`config.mk`:
```
export PLATFORM = sky130hd
export DESIGN_NAME = lt_periodic_top
export DESIGN_NICKNAME = d
export VERILOG_FILES = /design/src/rtl/lt_pkg.sv /design/src/rtl/lt_regs.sv /design/src/rtl/lt_countdown.sv /design/src/rtl/lt_route.sv /design/src/rtl/lt_periodic_top.sv
export SDC_FILE = /design/constraint.sdc
export NUM_CORES = 1
export LEC_CHECK = 0
export ABC_AREA = 1
export BUFFER_PORTS_ARGS = -buffer_cell sky130_fd_sc_hd__buf_2
export CAP_MARGIN = 40
export CORE_ASPECT_RATIO = 0.9
export CORE_MARGIN = 2
export CORE_UTILIZATION = 50
export DETAILED_ROUTE_END_ITERATION = 16
export PLACE_DENSITY_LB_ADDON = 0.25
export SLEW_MARGIN = 20
export SYNTH_ARGS = -nofsm -noshare
export SYNTH_HDL_FRONTEND = slang
export SYNTH_SLANG_ARGS = --single-unit
```
`constraint.sdc`:
```
create_clock -name clk -period 2.2 [get_ports clk]
set_input_delay 0.44 -clock clk [delete_from_list [all_inputs] [get_ports clk]]
set_output_delay 0.44 -clock clk [all_outputs]
set_load 0.02 [all_outputs]
```
`src/rtl/lt_pkg.sv`:
```
package lt_pkg;

  localparam int unsigned REG_DW   = 32;
  localparam int unsigned PERIOD_W = 28;

  localparam int unsigned OFS_ROUTE = 'h24;
  localparam int unsigned OFS_CTRL  = 'h34;
  localparam int unsigned OFS_ACK   = 'h38;

  localparam int unsigned BIT_FLAG    = 31;
  localparam int unsigned BIT_RESTART = 30;
  localparam int unsigned BIT_IE      = 29;
  localparam int unsigned BIT_EN      = 28;

  typedef struct packed {
    logic                expire;
    logic [PERIOD_W-1:0] next;
  } step_t;

  // One qualified tick of the countdown: expiry when one tick remains.
  function automatic step_t count_step(input logic [PERIOD_W-1:0] cur,
                                       input logic [PERIOD_W-1:0] period);
    step_t s;
    if (period == '0) begin
      s.expire = 1'b0;
      s.next   = cur;
    end else if (cur <= PERIOD_W'(1)) begin
      s.expire = 1'b1;
      s.next   = period;
    end else begin
      s.expire = 1'b0;
      s.next   = cur - PERIOD_W'(1);
    end
    return s;
  endfunction

  // Flattened bit position of a source bit for a given core.
  function automatic int unsigned src_pos(input int unsigned core,
                                          input int unsigned src_w,
                                          input int unsigned bitpos);
    return core * src_w + bitpos;
  endfunction

endpackage

```
`src/rtl/lt_regs.sv`:
```
module lt_regs #(
  parameter int unsigned ADDR_W  = 8,
  parameter int unsigned ROUTE_W = 3
) (
  input  logic                        clk,
  input  logic                        rst_n,
  input  logic                        wr_en_i,
  input  logic [ADDR_W-1:0]           addr_i,
  input  logic [lt_pkg::REG_DW-1:0]   wdata_i,
  input  logic                        expire_i,
  output logic [lt_pkg::REG_DW-1:0]   rdata_o,
  output logic [ROUTE_W-1:0]          route_o,
  output logic                        run_en_o,
  output logic                        int_en_o,
  output logic                        flag_o,
  output logic                        restart_o,
  output logic [lt_pkg::PERIOD_W-1:0] load_val_o,
  output logic [lt_pkg::PERIOD_W-1:0] period_o
);
  import lt_pkg::*;

  localparam int unsigned CTRL_W = REG_DW - 1;

  logic [ROUTE_W-1:0] route_q;
  logic [CTRL_W-1:0]  ctrl_q;
  logic               flag_q;

  logic hit_route, hit_ctrl, hit_ack;
  logic route_wr, ctrl_wr, ack_wr;
  logic ack_clr_w, ack_rst_w;

  assign hit_route = (addr_i == ADDR_W'(OFS_ROUTE));
  assign hit_ctrl  = (addr_i == ADDR_W'(OFS_CTRL));
  assign hit_ack   = (addr_i == ADDR_W'(OFS_ACK));

  assign route_wr  = wr_en_i && hit_route;
  assign ctrl_wr   = wr_en_i && hit_ctrl;
  assign ack_wr    = wr_en_i && hit_ack;

  assign ack_clr_w = ack_wr && wdata_i[BIT_FLAG];
  assign ack_rst_w = ack_wr && wdata_i[BIT_RESTART] && ctrl_q[BIT_EN];

  always_ff @(posedge clk) begin
    if (!rst_n) begin
      route_q <= '0;
      ctrl_q  <= '0;
      flag_q  <= 1'b0;
    end else begin
      if (route_wr) route_q <= wdata_i[ROUTE_W-1:0];
      if (ctrl_wr)  ctrl_q  <= wdata_i[CTRL_W-1:0];
      if (expire_i)       flag_q <= 1'b1;
      else if (ack_clr_w) flag_q <= 1'b0;
    end
  end

  always_comb begin
    rdata_o = '0;
    if (hit_route)     rdata_o = REG_DW'(route_q);
    else if (hit_ctrl) rdata_o = {flag_q, ctrl_q};
  end

  assign route_o    = route_q;
  assign run_en_o   = ctrl_q[BIT_EN];
  assign int_en_o   = ctrl_q[BIT_IE];
  assign flag_o     = flag_q;
  assign period_o   = ctrl_q[PERIOD_W-1:0];
  assign restart_o  = ctrl_wr || ack_rst_w;
  assign load_val_o = ctrl_wr ? wdata_i[PERIOD_W-1:0] : ctrl_q[PERIOD_W-1:0];

  assert_flag_rise_from_expiry_R3: assert property (@(posedge clk) disable iff (!rst_n)
    $rose(flag_q) |-> $past(expire_i));

  assert_flag_fall_from_ack_R5: assert property (@(posedge clk) disable iff (!rst_n)
    $fell(flag_q) |-> $past(ack_clr_w));

  assert_ctrl_write_keeps_flag_R10: assert property (@(posedge clk) disable iff (!rst_n)
    (ctrl_wr && !expire_i && !ack_clr_w) |=> (flag_q == $past(flag_q)));

endmodule

```
`src/rtl/lt_countdown.sv`:
```
module lt_countdown (
  input  logic                        clk,
  input  logic                        rst_n,
  input  logic                        tick_en_i,
  input  logic                        run_en_i,
  input  logic                        restart_i,
  input  logic [lt_pkg::PERIOD_W-1:0] load_val_i,
  input  logic [lt_pkg::PERIOD_W-1:0] period_i,
  output logic                        expire_o
);
  import lt_pkg::*;

  logic [PERIOD_W-1:0] cnt_q;
  step_t               step_w;
  logic                advance_w;

  assign step_w    = count_step(cnt_q, period_i);
  assign advance_w = run_en_i && tick_en_i && !restart_i;
  assign expire_o  = advance_w && step_w.expire;

  always_ff @(posedge clk) begin
    if (!rst_n)         cnt_q <= '0;
    else if (restart_i) cnt_q <= load_val_i;
    else if (advance_w) cnt_q <= step_w.next;
  end

  assert_expire_needs_run_R3: assert property (@(posedge clk) disable iff (!rst_n)
    expire_o |-> (run_en_i && tick_en_i));

  assert_zero_period_silent_R7: assert property (@(posedge clk) disable iff (!rst_n)
    (period_i == '0) |-> !expire_o);

  assert_stopped_counter_holds_R4: assert property (@(posedge clk) disable iff (!rst_n)
    (!run_en_i && !restart_i) |=> $stable(cnt_q));

endmodule

```
`src/rtl/lt_route.sv`:
```
module lt_route #(
  parameter int unsigned N_CORES   = 4,
  parameter int unsigned CORE_W    = 2,
  parameter int unsigned SRC_W     = 12,
  parameter int unsigned TIMER_BIT = 11
) (
  input  logic                     clk,
  input  logic                     rst_n,
  input  logic                     active_i,
  input  logic [CORE_W:0]          route_i,
  output logic [N_CORES*SRC_W-1:0] irq_src_o,
  output logic [N_CORES*SRC_W-1:0] fiq_src_o
);
  localparam logic [SRC_W-1:0] SRC_MASK = {{(SRC_W-1){1'b0}}, 1'b1} << TIMER_BIT;

  logic use_fiq;
  assign use_fiq = route_i[CORE_W];

  for (genvar c = 0; c < N_CORES; c++) begin : g_core
    logic hit;
    assign hit = active_i && (route_i[CORE_W-1:0] == CORE_W'(c));
    assign irq_src_o[c*SRC_W +: SRC_W] = (hit && !use_fiq) ? SRC_MASK : '0;
    assign fiq_src_o[c*SRC_W +: SRC_W] = (hit &&  use_fiq) ? SRC_MASK : '0;
  end

  assert_single_target_R9: assert property (@(posedge clk) disable iff (!rst_n)
    $onehot0({irq_src_o, fiq_src_o}));

endmodule

```
`src/rtl/lt_periodic_top.sv`:
```
module lt_periodic_top #(
  parameter int unsigned ADDR_W    = 8,
  parameter int unsigned N_CORES   = 4,
  parameter int unsigned SRC_W     = 12,
  parameter int unsigned TIMER_BIT = 11
) (
  input  logic                      clk,
  input  logic                      rst_n,
  input  logic                      tick_en,
  input  logic                      wr_en,
  input  logic [ADDR_W-1:0]         addr,
  input  logic [31:0]               wdata,
  output logic [31:0]               rdata,
  output logic [N_CORES*SRC_W-1:0]  irq_src,
  output logic [N_CORES*SRC_W-1:0]  fiq_src
);
  import lt_pkg::*;

  localparam int unsigned CORE_W  = (N_CORES > 1) ? $clog2(N_CORES) : 1;
  localparam int unsigned ROUTE_W = CORE_W + 1;

  logic [ROUTE_W-1:0]  route_w;
  logic                run_en_w, int_en_w, flag_w, restart_w, expire_w;
  logic [PERIOD_W-1:0] load_val_w, period_w;
  logic                active_w;

  lt_regs #(.ADDR_W(ADDR_W), .ROUTE_W(ROUTE_W)) u_regs (
    .clk(clk), .rst_n(rst_n), .wr_en_i(wr_en), .addr_i(addr), .wdata_i(wdata),
    .expire_i(expire_w), .rdata_o(rdata), .route_o(route_w), .run_en_o(run_en_w),
    .int_en_o(int_en_w), .flag_o(flag_w), .restart_o(restart_w),
    .load_val_o(load_val_w), .period_o(period_w)
  );

  lt_countdown u_cnt (
    .clk(clk), .rst_n(rst_n), .tick_en_i(tick_en), .run_en_i(run_en_w),
    .restart_i(restart_w), .load_val_i(load_val_w), .period_i(period_w),
    .expire_o(expire_w)
  );

  assign active_w = flag_w && int_en_w;

  lt_route #(.N_CORES(N_CORES), .CORE_W(CORE_W), .SRC_W(SRC_W), .TIMER_BIT(TIMER_BIT)) u_route (
    .clk(clk), .rst_n(rst_n), .active_i(active_w), .route_i(route_w),
    .irq_src_o(irq_src), .fiq_src_o(fiq_src)
  );

  assert_level_held_R8: assert property (@(posedge clk) disable iff (!rst_n)
    (flag_w && int_en_w) |-> (|{irq_src, fiq_src}));

endmodule

```
==> results of run 1 <==
placed cells by master, fill, tap and decap left out, types with 2 or more instances in the layout:
cell,n
a21oi_1,17
buf_2,83
buf_4,17
clkbuf_16,9
clkbuf_8,2
conb_1,88
dfxtp_1,63
ha_1,2
inv_1,116
inv_2,4
nand2_1,192
nand3_1,86
nand3b_1,2
nand4_1,9
nor2_1,208
nor2_2,4
nor2_4,4
nor4_1,6
o211ai_1,6
o21a_1,19
o21ai_0,21
o21ai_1,5
o21bai_1,2
xnor2_1,3
xor2_1,6
final timing paths:
kind                                   startpoint                 to  slack, ns  depth (start not counted)
worst max-delay path                      addr[6]          rdata[12]       0.20                          8
worst min-delay path                    wdata[28]  u_regs.ctrl_q[28]       0.39                          3
worst max register to register  u_regs.ctrl_q[11]    u_cnt.cnt_q[17]       0.29                         10
worst min register to register  u_regs.ctrl_q[30]  u_regs.ctrl_q[30]       0.46                          2
power groups by stage:
stage | clock, uW | sequential (uW) | combinational [uW]
finish | 1430 | 1140 | 233
global route | 1500 | 1140 | 257
CTS | 1460 | 1140 | 230
detailed placement | 0 | 1170 | 230
global placement | 0 | 1170 | 230
floorplan | 0 | 1170 | 297
synth_stat cells:
cell,count
buf_4,92
clkbuf_1,9
nand4_1,9
nor2_1,208
o21ai_0,21
nand3_2,1
o21ai_1,5
nor4_1,6
nand3_1,86
nand2_1,192
nor3_1,1
xor2_1,6
buf_2,11
buf_6,8
o211ai_1,6
clkinv_1,1
o21bai_1,2
inv_2,4
inv_1,116
o21a_1,19
nor2_2,5
conb_1,1
nand2_2,1
nor2_4,3
ha_1,2
dfxtp_1,63
nand3b_1,2
xnor2_1,3
a21oi_1,17
logic make-up (layout without fill, tap and decap cells):
group                    after synthesis  after routing  synth area share
AO/OA/AOI/OAI                         70             70            0.0798
adder cells (fa/ha/maj)                2              2           0.00478
XOR/XNOR                               9              9            0.0151
flip-flops                            63             63             0.241
buffers and inverters                241            236             0.253
AND/OR/NAND/NOR                      514            514             0.406
other                                  1             88          0.000716
through the flow:
stage	worst slack [ns]	total power, uW	area (um2)	hold WS [ns]
floorplan	0.239	1470	5560	0.429
global placement	0.236	1400	5420	0.448
detailed placement	0.216	1400	5420	0.453
CTS	0.214	2830	5710	0.379
global route	0.0784	2900	5720	0.415
finish	0.201	2810	5720	0.390
final cells by class:
class | count | area share
clock inverter | 3 | 0.00766
sequential | 63 | 0.220
clock buffer | 11 | 0.0442
inverter | 121 | 0.0794
multi-input combinational | 683 | 0.522
timing repair buffer | 101 | 0.0984
tap | 129 | 0.0282
worst max-delay path, stage by stage:
cell	delay, ns
buf_2	0.10
inv_1	0.04
nand2_1	0.11
nor2_4	0.20
nand2_2	0.11
buf_4	0.24
nor2_1	0.14
buf_2	0.18
sequential cells by signal, summed over array words and instances, names as in the netlist:
| name | flops |
|---|---|
| u_regs.route_o | 3 |
| u_cnt.cnt_q | 28 |
| u_regs.ctrl_q | 31 |
| u_regs.flag_o | 1 |
metal layers:
metal / global-route usage / share of wire / vias up
met4: 0.0750 / 0.019 / 0
li1: - / - / 2759
met2: 0.378 / 0.42 / 175
met3: 0.0427 / 0.063 / 21
met5: 0 / 0 / -
met1: 0.353 / 0.50 / 2309
==> impl_metrics.py, run 1 <==
metrics = {
    "setup_path": {
        "path_max_fanout": 22,
        "critPathCaptureType": "output port",
        "start_kind": "input port",
        "arrival_ns": 1.56,
        "cp.required_ns": 1.76,
        "crit_type": "input port to output port",
    },
    "logic_synthesis": {
        "yosys_warnings": 0,
        "syn_area_um2": 5240,
        "synth_seq_cells": 63,
        "synth_cell_types": 29,
        "synth_area_per_cell_um2": 5.82,
        "synth_top_area_frac": 0.241,
        "synth_top_area_cell": "dfxtp_1",
        "synth_area_leaders": "dfxtp_1 24%, nor2_1 15%, nand2_1 14%",
        "ys_seq_area_frac": 0.241,
        "netlist_instances": 900,
    },
    "power_and_ir_drop": {
        "switching_share": 0.249,
        "p_leak_uw": 0.00311,
        "p_switching_uw": 698,
        "p_per_area_nw_per_um2": 491,
        "power_frac_clock": 0.509,
        "p_int_uw": 2110,
        "vdd_drop_max_v": 0.000434,
        "pwr-share-comb": 0.083,
        "seq_power_share": 0.408,
    },
    "drt": {
        "via_per_inst": 4.74,
        "wl_mm": 13.5,
        "drt_iter0_drc": 409,
        "first_pass_iters": 5,
        "ant_nets": 0,
        "num_vias": 5264,
        "post_drt_wl_per_cell_um": 12.2,
        "drc_errors": 0,
    },
    "placement": {
        "dp.cells": 1096,
        "gp_congestion": 0.936,
        "hpwl_mm": 10.4,
        "io_buffer_count": 83,
    },
    "finish": {
        "multi_input_comb_area_um2": 2980,
        "fill_cells": 1100,
        "insertedDiodeCount": 0,
        "layout-drive-gt1-share": 0.131,
        "stdcell_count": 1111,
        "nets": 1025,
        "area_growth_pct": 9.22,
        "final_util": 0.561,
        "seq_area_um2": 1260,
    },
    "timing": {
        "post-route-period-util": 0.909,
        "fmax_mhz": 500,
        "hold_violations": 0,
        "drv_slew": 0,
        "final.setup.tns_ns": 0,
        "setup_viol": 0,
        "period_needed_ns": 2.00,
        "finClkSkew_ns": 0.00836,
        "rsz0062_at_grt": "false",
    },
    "floorplanning": {
        "fp.dieH_um": 101,
        "initial_core_util": 0.513,
        "ios": 172,
        "die_area_um2": 11300,
        "die_w_um": 112,
        "fp.coreArea_um2": 10200,
        "rows": 35,
    },
    "global_route": {
        "grt_pass1_wl_mm": 22.3,
        "gr-total-overflow": 0,
        "antenna_found_initial": 0,
        "grt_usage": 0.246,
        "grt_max_degree": 57,
        "grt_pass1_vias": 4517,
    },
    "clock_tree": {
        "clk_path_buf_depth": 2,
        "root_buffer": "clkbuf_16",
        "htree_num_levels": 3,
        "numCtsBuffers": 9,
        "clkTransAtPathRegs_ns": 0.05,
        "cts_hold_buffers": 0,
        "cts_resized": 0,
        "cts_setup_buffers": 0,
        "cts_tree": "yes",
        "insertion_delay_ns": 0.34,
        "cts.sinks": 63,
    },
    "hold_path": {
        "hp-class": "input port to flop",
    },
    "flow_run": {
        "max-cap-violations": 0,
    },
    "status": {
        "status": "completed",
    },
}
No activity file was read; power rests on OpenSTA's default activity.
==> run 2, diff against run 1 <==
==> constraint.sdc (replaced) <==
create_clock -name clk -period 2.2 [get_ports clk]
set_input_delay 0.11 -clock clk [delete_from_list [all_inputs] [get_ports clk]]
set_output_delay 0.11 -clock clk [all_outputs]
set_load 0.02 [all_outputs]
==> impl_metrics.py, run 2 (same netlist as run 1, synthesis figures left out) <==
metrics = {
    "setup_path": {
        "crit_slowest_cell": "dfxtp_1",
        "critPathCaptureType": "flop",
        "arrival_ns": 2.33,
        "path_max_fanout": 23,
        "start_kind": "flop",
        "cpPeakStageDelay_ns": 0.38,
        "crit_top_cell": "nand2_1",
        "crit_type": "flop to flop",
        "cp.required_ns": 2.47,
        "path_cells": "inv_1 > ha_1 > nor2_1 > nor2_1 > nand2_1 > nor2_2 > nand2_1 > buf_4 > inv_2 > nand2_1 > nand3_1 > nand2_1 > nand2_1 > nand2_1",
    },
    "floorplanning": {
        "fp.coreArea_um2": 10200,
        "die_w_um": 112,
        "initial_core_util": 0.513,
        "die_area_um2": 11300,
        "ios": 172,
        "rows": 35,
        "fp.dieH_um": 101,
    },
    "placement": {
        "io_buffer_count": 83,
        "dp.cells": 1097,
        "dp_slack_ns": 0.174,
        "hpwl_mm": 10.5,
        "gp_congestion": 0.983,
    },
    "hold_path": {
        "hp-class": "input port to flop",
    },
    "finish": {
        "layout-drive-gt1-share": 0.133,
        "stdcell_count": 1114,
        "largest_reg_flops": 31,
        "final_util": 0.562,
        "insertedDiodeCount": 0,
        "area_growth_pct": 9.44,
        "final_common_cell": "nor2_1",
        "fill_cells": 1092,
        "nets": 1026,
        "regMostFlops": "u_regs.ctrl_q",
        "final_cell_mix": "208 x nor2_1, 192 x nand2_1, 116 x inv_1, 88 x conb_1, 86 x nand3_1",
    },
    "drt": {
        "drt_iter0_drc": 358,
        "num_vias": 5257,
        "ant_nets": 0,
        "drc_errors": 0,
        "first_pass_iters": 5,
        "post_drt_wl_per_cell_um": 12.2,
        "wl_mm": 13.6,
        "via_per_inst": 4.72,
    },
    "power_and_ir_drop": {
        "p_leak_uw": 0.00311,
        "p_per_area_nw_per_um2": 492,
        "vdd_drop_max_v": 0.000280,
    },
    "global_route": {
        "antenna_found_initial": 0,
        "grt_pass1_vias": 4697,
        "grt_usage": 0.246,
        "gr-total-overflow": 0,
        "grt_pass1_wl_mm": 22.5,
        "grt_max_degree": 57,
    },
    "clock_tree": {
        "cts_resized": 0,
        "clkTransAtPathRegs_ns": 0.06,
        "clk_path_buf_depth": 2,
        "insertion_delay_ns": 0.33,
        "root_buffer": "clkbuf_16",
        "cts_setup_buffers": 0,
        "cts.sinks": 63,
        "cts_tree": "yes",
        "cts_hold_buffers": 0,
        "htree_num_levels": 3,
        "numCtsBuffers": 9,
    },
    "status": {
        "status": "completed",
    },
    "timing": {
        "setup_ws_ns": 0.146,
        "hold_violations": 0,
        "rsz0062_at_grt": "false",
        "period_needed_ns": 2.05,
        "final.setup.tns_ns": 0,
        "post-route-period-util": 0.934,
        "tightestPinTransition_ns": 0.538,
        "finClkSkew_ns": 0.00980,
        "relSlewSlack": 0.640,
        "setup_viol": 0,
        "drv_slew": 0,
        "fmax_mhz": 487,
    },
    "flow_run": {
        "max-cap-violations": 0,
    },
}
==> run 2: cell type report <==
cell class                 count  area (um2)  area share
multi-input combinational    683        2980       0.521
sequential                    63        1260       0.220
timing repair buffer         102         571      0.0995
inverter                     121         454      0.0792
clock buffer                  11         243      0.0423
tap                          129         161      0.0282
clock inverter                 5        57.6      0.0100
==> run 2: worst paths after layout <==
kind / endpoint / start / slack [ns] / depth (start not counted)
worst min register to register: u_regs.ctrl_q[30] / u_regs.ctrl_q[30] / 0.46 / 2
worst min-delay path: u_regs.ctrl_q[29] / wdata[29] / 0.07 / 3
worst max register to register: u_cnt.cnt_q[16] / u_cnt.cnt_q[0] / 0.15 / 14
worst max-delay path: u_cnt.cnt_q[16] / u_cnt.cnt_q[0] / 0.15 / 14
==> run 2: report_power, final <==
part | switching [uW] | total [uW] | internal (uW)
logic | 191 | 233 | 42.2
registers | 1.31 | 1140 | 1140
clock network | 535 | 1440 | 906
total | 727 | 2820 | 2090
==> run 2: stage by stage <==
step	area, um2	power (uW)	hold slack [ns]
after floorplan	5560	1470	0.261
after global placement	5420	1400	0.393
after detailed placement	5420	1400	0.405
after CTS	5720	2830	0.0657
after global routing	5730	2910	0.114
final	5730	2820	0.0718
==> run 2: layer usage <==
metal / GRT usage / wire length, um
met1: 0.353 / 6810
met2: 0.390 / 5830
met3: 0.0313 / 838
met4: 0.0693 / 152
met5: 0 / 0
==> run 2: worst max-delay path, delay by kind of cell, from the launching register on <==
kind	cells	cell delay, ns
buffers and inverters	3	0.50
adder cells (fa/ha/maj)	1	0.26
flip-flops	1	0.38
AND/OR/NAND/NOR	10	0.85
